<file path="config.mk">
export PLATFORM = sky130hd
export DESIGN_NAME = segx_xlate
export DESIGN_NICKNAME = d
export VERILOG_FILES = /design/src/rtl/segx_pkg.sv /design/src/rtl/segx_addr_gen.sv /design/src/rtl/segx_entry_chk.sv /design/src/rtl/segx_xlate.sv
export SDC_FILE = /design/constraint.sdc
export NUM_CORES = 1
export LEC_CHECK = 0
export ABC_AREA = 1
export ABC_CLOCK_PERIOD_IN_PS = 3500
export BUFFER_PORTS_ARGS = -buffer_cell sky130_fd_sc_hd__buf_2
export CELL_PAD_IN_SITES_DETAIL_PLACEMENT = 0
export CELL_PAD_IN_SITES_GLOBAL_PLACEMENT = 2
export CORE_ASPECT_RATIO = 1.75
export CORE_UTILIZATION = 30
export DETAILED_ROUTE_END_ITERATION = 12
export GPL_ROUTABILITY_DRIVEN = 0
export GPL_TIMING_DRIVEN = 0
export PLACE_DENSITY = 0.82
export SYNTH_ARGS = -nofsm -noshare
export SYNTH_HDL_FRONTEND = slang
export SYNTH_SLANG_ARGS = --single-unit
</file>
<file path="constraint.sdc">
create_clock -name clk -period 3.5 [get_ports clk]
set_input_delay 0.525 -clock clk [delete_from_list [all_inputs] [get_ports clk]]
set_output_delay 0.525 -clock clk [all_outputs]
set_load 0.01 [all_outputs]
</file>
<file path="src/rtl/segx_pkg.sv">
package segx_pkg;

  typedef enum logic [1:0] {
    FLT_NONE        = 2'b00,
    FLT_SEG_ABSENT  = 2'b01,
    FLT_LIMIT       = 2'b10,
    FLT_PAGE_ABSENT = 2'b11
  } fault_e;

  typedef enum logic [3:0] {
    ST_IDLE,
    ST_SEG0_RD,
    ST_SEG0_WT,
    ST_SEG1_RD,
    ST_SEG1_WT,
    ST_PTE_RD,
    ST_PTE_WT,
    ST_SEG_MARK,
    ST_PTE_MARK,
    ST_RESP
  } walk_e;

endpackage

</file>
<file path="src/rtl/segx_addr_gen.sv">
module segx_addr_gen #(
  parameter int AW    = 32,
  parameter int SEG_W = 8,
  parameter int PN_W  = 12
) (
  input  logic [AW-1:0]    tbl_base,
  input  logic [SEG_W-1:0] seg,
  input  logic [AW-1:0]    pt_base,
  input  logic [PN_W-1:0]  pn,
  output logic [AW-1:0]    seg_w0_addr,
  output logic [AW-1:0]    seg_w1_addr,
  output logic [AW-1:0]    pte_addr
);
  // two words per segment entry, one word per page entry
  localparam logic [AW-1:0] WORD_STEP = AW'(4);

  always_comb begin
    seg_w0_addr = tbl_base + {{(AW-SEG_W-3){1'b0}}, seg, 3'b000};
    seg_w1_addr = seg_w0_addr + WORD_STEP;
    pte_addr    = pt_base + {{(AW-PN_W-2){1'b0}}, pn, 2'b00};
  end
endmodule

</file>
<file path="src/rtl/segx_entry_chk.sv">
module segx_entry_chk #(
  parameter int AW    = 32,
  parameter int DW    = 32,
  parameter int LEN_W = 24,
  parameter int PO_W  = 12
) (
  input  logic [DW-1:0]    seg_word,
  input  logic [LEN_W-1:0] off,
  input  logic [DW-1:0]    pte_word,
  output logic             seg_present,
  output logic             seg_dirty,
  output logic             in_bounds,
  output logic             pte_present,
  output logic             pte_dirty,
  output logic [AW-1:0]    xl_paddr,
  output logic [DW-1:0]    seg_marked,
  output logic [DW-1:0]    pte_marked
);
  localparam int PRES_BIT = DW - 1;
  localparam int MOD_BIT  = DW - 2;
  localparam int FRAME_W  = AW - PO_W;
  localparam logic [DW-1:0] MOD_MASK = {2'b01, {(DW-2){1'b0}}};

  always_comb begin
    seg_present = seg_word[PRES_BIT];
    seg_dirty   = seg_word[MOD_BIT];
    in_bounds   = off < seg_word[LEN_W-1:0];
    pte_present = pte_word[PRES_BIT];
    pte_dirty   = pte_word[MOD_BIT];
    xl_paddr    = {pte_word[FRAME_W-1:0], off[PO_W-1:0]};
    seg_marked  = seg_word | MOD_MASK;
    pte_marked  = pte_word | MOD_MASK;
  end
endmodule

</file>
<file path="src/rtl/segx_xlate.sv">
module segx_xlate
  import segx_pkg::*;
#(
  parameter int SEG_W = 8,
  parameter int PN_W  = 12,
  parameter int PO_W  = 12,
  parameter int AW    = 32,
  parameter int DW    = 32
) (
  input  logic                 clk,
  input  logic                 rst_n,
  input  logic [AW-1:0]        seg_tbl_base,
  input  logic                 req_valid,
  output logic                 req_ready,
  input  logic [SEG_W-1:0]     req_seg,
  input  logic [PN_W+PO_W-1:0] req_off,
  input  logic                 req_write,
  output logic                 rsp_valid,
  input  logic                 rsp_ready,
  output logic [AW-1:0]        rsp_paddr,
  output logic [1:0]           rsp_fault,
  output logic                 mem_valid,
  input  logic                 mem_ready,
  output logic                 mem_we,
  output logic [AW-1:0]        mem_addr,
  output logic [DW-1:0]        mem_wdata,
  input  logic                 mem_rvalid,
  input  logic [DW-1:0]        mem_rdata
);
  localparam int LEN_W = PN_W + PO_W;

  walk_e             state_q, state_d;
  fault_e            fault_q, fault_d;
  logic [AW-1:0]     paddr_q, paddr_d;
  logic [DW-1:0]     segw_q, segw_d;
  logic [DW-1:0]     pte_q, pte_d;
  logic [AW-1:0]     ptb_q, ptb_d;
  logic [SEG_W-1:0]  seg_q;
  logic [LEN_W-1:0]  off_q;
  logic              we_q;
  logic [AW-1:0]     base_q;
  logic              accept;

  logic [AW-1:0] seg_w0_addr, seg_w1_addr, pte_addr;
  logic [DW-1:0] seg_word, pte_word, seg_marked, pte_marked;
  logic          seg_present, seg_dirty, in_bounds, pte_present, pte_dirty;
  logic [AW-1:0] xl_paddr;

  assign req_ready = (state_q == ST_IDLE);
  assign accept    = req_valid && req_ready;
  assign rsp_valid = (state_q == ST_RESP);
  assign rsp_paddr = paddr_q;
  assign rsp_fault = fault_q;

  // the word just returned feeds the checks in the cycle it arrives
  assign seg_word = (state_q == ST_SEG0_WT) ? mem_rdata : segw_q;
  assign pte_word = (state_q == ST_PTE_WT)  ? mem_rdata : pte_q;

  segx_addr_gen #(.AW(AW), .SEG_W(SEG_W), .PN_W(PN_W)) u_addr (
    .tbl_base    (base_q),
    .seg         (seg_q),
    .pt_base     (ptb_q),
    .pn          (off_q[LEN_W-1:PO_W]),
    .seg_w0_addr (seg_w0_addr),
    .seg_w1_addr (seg_w1_addr),
    .pte_addr    (pte_addr)
  );

  segx_entry_chk #(.AW(AW), .DW(DW), .LEN_W(LEN_W), .PO_W(PO_W)) u_chk_ent (
    .seg_word    (seg_word),
    .off         (off_q),
    .pte_word    (pte_word),
    .seg_present (seg_present),
    .seg_dirty   (seg_dirty),
    .in_bounds   (in_bounds),
    .pte_present (pte_present),
    .pte_dirty   (pte_dirty),
    .xl_paddr    (xl_paddr),
    .seg_marked  (seg_marked),
    .pte_marked  (pte_marked)
  );

  // next-state process
  always_comb begin
    state_d = state_q;
    fault_d = fault_q;
    paddr_d = paddr_q;
    segw_d  = segw_q;
    pte_d   = pte_q;
    ptb_d   = ptb_q;
    unique case (state_q)
      ST_IDLE: begin
        if (req_valid) begin
          state_d = ST_SEG0_RD;
          fault_d = FLT_NONE;
          paddr_d = '0;
        end
      end
      ST_SEG0_RD: if (mem_ready) state_d = ST_SEG0_WT;
      ST_SEG0_WT: begin
        if (mem_rvalid) begin
          segw_d = mem_rdata;
          if (!seg_present) begin
            fault_d = FLT_SEG_ABSENT;
            state_d = ST_RESP;
          end else if (!in_bounds) begin
            fault_d = FLT_LIMIT;
            state_d = ST_RESP;
          end else begin
            state_d = ST_SEG1_RD;
          end
        end
      end
      ST_SEG1_RD: if (mem_ready) state_d = ST_SEG1_WT;
      ST_SEG1_WT: begin
        if (mem_rvalid) begin
          ptb_d   = mem_rdata[AW-1:0];
          state_d = ST_PTE_RD;
        end
      end
      ST_PTE_RD: if (mem_ready) state_d = ST_PTE_WT;
      ST_PTE_WT: begin
        if (mem_rvalid) begin
          pte_d = mem_rdata;
          if (!pte_present) begin
            fault_d = FLT_PAGE_ABSENT;
            state_d = ST_RESP;
          end else begin
            paddr_d = xl_paddr;
            if (we_q && !seg_dirty)      state_d = ST_SEG_MARK;
            else if (we_q && !pte_dirty) state_d = ST_PTE_MARK;
            else                         state_d = ST_RESP;
          end
        end
      end
      ST_SEG_MARK: if (mem_ready) state_d = pte_dirty ? ST_RESP : ST_PTE_MARK;
      ST_PTE_MARK: if (mem_ready) state_d = ST_RESP;
      ST_RESP:     if (rsp_ready) state_d = ST_IDLE;
      default:     state_d = ST_IDLE;
    endcase
  end

  // memory port drive
  always_comb begin
    mem_valid = 1'b0;
    mem_we    = 1'b0;
    mem_addr  = '0;
    mem_wdata = '0;
    unique case (state_q)
      ST_SEG0_RD: begin mem_valid = 1'b1; mem_addr = seg_w0_addr; end
      ST_SEG1_RD: begin mem_valid = 1'b1; mem_addr = seg_w1_addr; end
      ST_PTE_RD:  begin mem_valid = 1'b1; mem_addr = pte_addr;    end
      ST_SEG_MARK: begin
        mem_valid = 1'b1; mem_we = 1'b1;
        mem_addr  = seg_w0_addr; mem_wdata = seg_marked;
      end
      ST_PTE_MARK: begin
        mem_valid = 1'b1; mem_we = 1'b1;
        mem_addr  = pte_addr; mem_wdata = pte_marked;
      end
      default: ;
    endcase
  end

  // register process
  always_ff @(posedge clk or negedge rst_n) begin
    if (!rst_n) begin
      state_q <= ST_IDLE;
      fault_q <= FLT_NONE;
      paddr_q <= '0;
      segw_q  <= '0;
      pte_q   <= '0;
      ptb_q   <= '0;
    end else begin
      state_q <= state_d;
      fault_q <= fault_d;
      paddr_q <= paddr_d;
      segw_q  <= segw_d;
      pte_q   <= pte_d;
      ptb_q   <= ptb_d;
    end
  end

  always_ff @(posedge clk or negedge rst_n) begin
    if (!rst_n) begin
      seg_q  <= '0;
      off_q  <= '0;
      we_q   <= 1'b0;
      base_q <= '0;
    end else if (accept) begin
      seg_q  <= req_seg;
      off_q  <= req_off;
      we_q   <= req_write;
      base_q <= seg_tbl_base;
    end
  end
endmodule

</file>
== After elaboration in Yosys (flattened, before gate mapping) ==
Cells that the tools add are included.
Storage, ports and cells
  flip-flop bits (word level): 199
  output and inout port bits: 102
  word-level logic and storage cells: 88
  input bits: 103
Operators by class
  reductions and logical operators: 18
  $add $sub $neg: 3
  mux-type cells: 34
  order comparisons: 1
  equal/unequal tests: 22
Operators by type and width (count)
  2-to-1 mux 32 bit: 5
  case mux 32 bit (2 select lines): 2
  case mux 32 bit (3 select lines): 1
  2-to-1 mux 4 bit: 14
  case mux 4 bit (10 select lines): 1
  adder 32 x 11 -> 32 bit: 1
  adder 32 x 14 -> 32 bit: 1
  adder 32 x 3 -> 32 bit, second input constant: 1
  less-than comparator 24 bit: 1
  != test 2 bit, second input constant: 11
  equality test 4 x 3 -> 1 bit, second input constant: 4
  2-to-1 mux 2 bit: 6
  AND reduction 10 bit: 1
  equality test 4 x 2 -> 1 bit, second input constant: 2
  equality test 4 bit, second input constant: 2
  case mux 2 bit (3 select lines): 1
  AND reduction 2 bit: 3
  AND reduction 6 bit: 1
  OR reduction 2 bit: 3
  OR reduction 5 bit: 1
  equality test 4 x 1 -> 1 bit, second input constant: 1
  logical NOT 4 bit: 1
  2-to-1 mux 1 bit: 4
  AND reduction 4 bit: 1
  6 further kinds: 9

== Logic depth before layout (Yosys ltp) ==
  depth in word-level cells: 9
  gate-level depth with buffers: 21
  depth with buffers taken out: 20

== By module ==
A second synthesis with hierarchy kept.
Second synthesis, totals
  cells, all modules: 1904
  area, all modules: 14470.1 µm²
Modules (own cells, without submodules)
  segx_xlate: sequential area each 4979.8 µm², area an instance 9466.6 µm², instances 1, cells each 1018
  segx_addr_gen: sequential area each 0.0 µm², area an instance 3607.2 µm², instances 1, cells each 678
  segx_entry_chk: sequential area each 0.0 µm², area an instance 1396.3 µm², instances 1, cells each 208

== Worst setup path after synthesis ==
No wires, ideal clock.
  kind: reg-to-output
  from: register seg_q[0]
  to: output port mem_addr[25]
  stages on the path, launching flop included: 19
  setup slack: 556 ps
  buffers on the path: 0
  arrival: 2419 ps
  data required time: 2975 ps
  cell sequence: dfrtp_1 > ha_1 > inv_1 > fa_1 > inv_1 > nand3_1 > nor2_4 > nand3_1 > nor2_2 > nand2_2 > inv_2 > nand3_4 > nor2_4 > nand2_2 > nor2_4 > nand2_1 > nand2_1 > nand3_1 > nand2_1
On the way
  longest elaborated chain between the ends: 3
Ends and longest elaborated chain
  start: declaration: RTL line segx_xlate.sv:38  | logic [SEG_W-1:0] seg_q;
  start signal: assignment: RTL line segx_xlate.sv:191  | seg_q <= req_seg;
  adder 32 x 11 -> 32 bit (*): RTL line segx_addr_gen.sv:18  | seg_w0_addr = tbl_base + {{(AW-SEG_W-3){1'b0}}, seg, 3'b000};
  adder 32 x 3 -> 32 bit: RTL line segx_addr_gen.sv:19  | seg_w1_addr = seg_w0_addr + WORD_STEP;
  case mux 32 bit (3 select lines) (*): RTL line segx_xlate.sv:149  | unique case (state_q)
  end: declaration: RTL line segx_xlate.sv:25  | output logic [AW-1:0] mem_addr,
Mark *: on every way between the ends. The rest lies on a longest branch, timed or not.

== Final worst setup path ==
  from: register base_q[3]
  to: output port mem_addr[30]
On the way
  longest elaborated chain between the ends: 3
Ends and longest elaborated chain
  start: declaration: RTL line segx_xlate.sv:41  | logic [AW-1:0] base_q;
  start signal: assignment: RTL line segx_xlate.sv:194  | base_q <= seg_tbl_base;
  adder 32 x 11 -> 32 bit (*): RTL line segx_addr_gen.sv:18
  adder 32 x 3 -> 32 bit: RTL line segx_addr_gen.sv:19
  case mux 32 bit (3 select lines) (*): RTL line segx_xlate.sv:149
Marks and branches as above.

==> reports/qor.csv <==
stage;metric;value;unit
grt;grt_max_degree;105;
detailed_routing;vias;12700;
grt;grt_pass1_wl;73300;µm
yosys;yosysMostFrequentCell;nand2_1;
setup_path;rr_worst_depth;16;
timing;fmax;0.269;GHz
floorplan;core;0.0417;mm²
setup_path;cp_cell_sequence;ha_4, inv_2, fa_2, inv_2, buf_4, nand2_4, nor2_4, nand2_2, nor2_4, nand2_2, nor2_4, nand3_4, nor2_4, nand3_2, nand2_1, nand3_1, nand2_1, buf_2;
setup_path;cpPeakStageDelay;0.45;ns
grt;grt_overflow_total;0;
timing;min_period;3.72;ns
setup_path;crit_family;simple AND/OR/NAND/NOR gates;
grt;antenna_found_initial;4;
finish;instances_no_fill;2589;
pwr;vdd_ir_drop_max;322;µV
finish;fill_cells;4554;
detailed_routing;wl_per_cell;18.8;µm
clocking;clk_latency;0.47;ns
pwr;p_sw_share;50.6;%
finish;drive_gt1_share;24.9;%
yosys;synth_top_area_share;39.1;%
pwr;p_comb_share;58.2;%
yosys;syn_inst;1771;
timing;period_share;106;%
yosys;syn_nets;1920;
floorplan;num_rows;99;
setup_path;crit_type;flip-flop to output port;
yosys;syn_area;0.0127;mm²
placement;io_buffers;203;
detailed_routing;wl;48600;µm
clocking;ctsRootBufferMaster;clkbuf_16;
finish;syn_to_final_growth;25.5;%
timing;drv_slew;0;
setup_path;worst_setup_path_start_kind;flip-flop;
clocking;path_clk_slew;0.09;ns
detailed_routing;viasPerCell;4.91;
detailed_routing;final_antenna_net_count;0;
timing;fin_worst_skew;0.0106;ns
yosys;synth_seq_cells;199;
timing;setup_viol;19;
clocking;numCtsBuffers;17;
yosys;yosys-top-cells-area;dfrtp_1 (39%), nand2_1 (16%), o21ai_0 (12%), inv_1 (5.2%), ha_1 (4.3%);
setup_path;reg2reg_to;rsp_fault[0];
yosys;synth-edff-count;0;
yosys;yosys.cell_types.count;49;
yosys;ys_seq_area_share;39.1;%
yosys;yosys_most_used_dff;dfrtp_1;
worst_hold_path;min_path_type;input port to asynchronous set/reset pin;
yosys;yosysTopAreaCell;dfrtp_1;
floorplan;die_area;0.0433;mm²
setup_path;r2r_slack;0.28;ns
placement;dp_cells;2530;
clocking;cts_num_sinks;199;
pwr;p_switching;7.41;mW
pwr;p_leak;7.84;nW
pwr;p_int;7.24;mW
clocking;cts_tree;done;
setup_path;r2r_start;state_q[2];
pwr;cellPowerDensity;917;mW/mm²
timing;grt_setup_unrepaired;true;
clocking;cts-htree-levels;4;
yosys;synthTopCellsByCount;nand2_1 (526), o21ai_0 (301), dfrtp_1 (199);
setup_path;crit_required;2.97;ns
run;drv_cap;0;
timing;finalHoldViolCount;0;
yosys;async_reset_ff_share;100;%
detailed_routing;drtPass1Iterations;6;
floorplan;die_w;158;µm
yosys;yosysWarningCount;0;
outcome;status;finished, violations left;
setup_path;critPathBufInv;4;
timing;setup_slack;-0.219;ns
clocking;cts_buffer_depth;2;
detailed_routing;drtIter0Drc;729;
grt;grt_use_total;23.0;%
yosys;syn_avg_cell_area;7.18;µm²
pwr;p_total;14.6;mW
setup_path;worst_ep_arrival_time;3.19;ns
setup_path;worstSetupEndpointType;output port;
floorplan;die_y;274;µm
setup_path;critPathMaxFanout;6;
grt;grt_pass1_vias;12900;
timing;worst_slew_pin_slew;1.10;ns
detailed_routing;drcViolationCount;0;
setup_path;critical_path.slowest_cell;fa_2;
setup_path;crit_top_cell;nor2_4;
floorplan;boundaryPins;205;
timing;relSlewSlack;25.7;%
setup_path;cp.depth;18;
pwr;p_seq_share;26.9;%
finish;nets;2169;
outcome;violations;setup timing;
placement;hpwl;39800;µm
pwr;p_clk_share;14.9;%
floorplan;initial_core_util;30.5;%
timing;setup-tns-final;-2.40;ns
==> worst max path at each step <==
stage,startpoint,endpoint
floorplan,seg_q[0],mem_addr[25]
global placement,rst_n,base_q[28]
detailed placement,base_q[3],mem_addr[30]
CTS,base_q[3],mem_addr[21]
global route,base_q[3],mem_addr[18]
finish,base_q[3],mem_addr[30]
==> sequential cells by signal (all words and copies together), names as in the netlist, 2 cells and up <==
name	count
rsp_paddr	32
seg_q	8
off_q	24
pte_q	32
base_q	32
segw_q	32
rsp_fault	2
state_q	4
ptb_q	32
==> kinds of logic after synthesis <==
logic type	Yosys count	share of synthesized area (%)
DFF	199	39.1
and+or+nand+nor	860	30.0
AOI/OAI and AO/OA	381	15.9
adders and majority gates	46	4.64
muxes	26	2.30
buffers and inverters	253	7.65
xor gates and xnor gates	6	0.413
==> routing by layer <==
layer	vias up	GRT usage (%)	wire length, µm
li1	6312	-	-
met1	5999	22.1	16900
met2	293	45.8	27500
met3	92	3.41	1630
met4	6	12.0	2510
met5	-	0	33
==> layout make-up <==
class,instances,area [µm²],area share (%)
clock buffers,17,425,2.66
multi-input cells,1319,7320,45.8
repair buffers,230,1350,8.42
inverters,190,713,4.47
diodes,1,2.50,0.0157
well taps,555,694,4.35
clock inverters,15,210,1.32
flip-flops and latches,199,4980,31.2
plain buffers,63,278,1.74
==> per-stage QoR <==
step	setup slack (ns)	util, %	instance area (µm²)	hold WS (ns)
after floorplan	0.556	-	12700	0.229
after global placement	-1.62	34.6	14400	0.457
after detailed placement	-0.439	34.7	14500	0.460
after CTS	-0.276	37.7	15800	0.135
after global routing	-0.386	38.2	16000	0.150
final	-0.219	38.3	16000	0.0972
==> power groups by stage <==
stage / clock (mW) / combinational, mW / sequential (mW)
5_1_grt: 2.30 / 9.53 / 4.04
6_report: 2.19 / 8.52 / 3.94
3_3_place_gp: 0 / 7.47 / 3.93
4_1_cts: 2.23 / 8.46 / 3.94
2_1_floorplan: 0 / 5.19 / 3.67
3_5_place_dp: 0 / 7.56 / 3.95
==> cells in the final DEF (no fill, tap or decap), types with 21 or more instances in the layout <==
master	instances
inv_1	168
nor2_1	79
nand3_2	23
nor2_4	28
nand4_1	21
clkbuf_1	37
ha_1	37
nand3_1	84
buf_2	211
nand2_2	52
buf_4	21
mux2_2	26
a21oi_1	35
o21ai_0	296
dfrtp_1	199
nand2_1	502
==> worst register-to-register path: stages, from the launching register on <==
cell	delay [ns]
dfrtp_1	0.47
nor2_4	0.16
nand2_2	0.17
inv_1	0.14
clkbuf_4	0.23
clkbuf_4	0.24
nand2_1	0.06
o21ai_0	0.20
ha_1	0.35
nand2_1	0.08
nor2_1	0.04
a211oi_1	0.22
a21oi_2	0.12
nor2_1	0.20
nand3_1	0.16
nand2_1	0.16
o21ai_0	0.09
==> timing repair <==
action,in CTS,in global routing
gates cloned,0,0
buffers inserted,22,5
hold endpoints to repair,0,0
endpoints found under the setup margin,45,30
pin swaps,51,28
hold buffers,0,0
resized for setup,111,53
(Power assumes the default switching activity.)
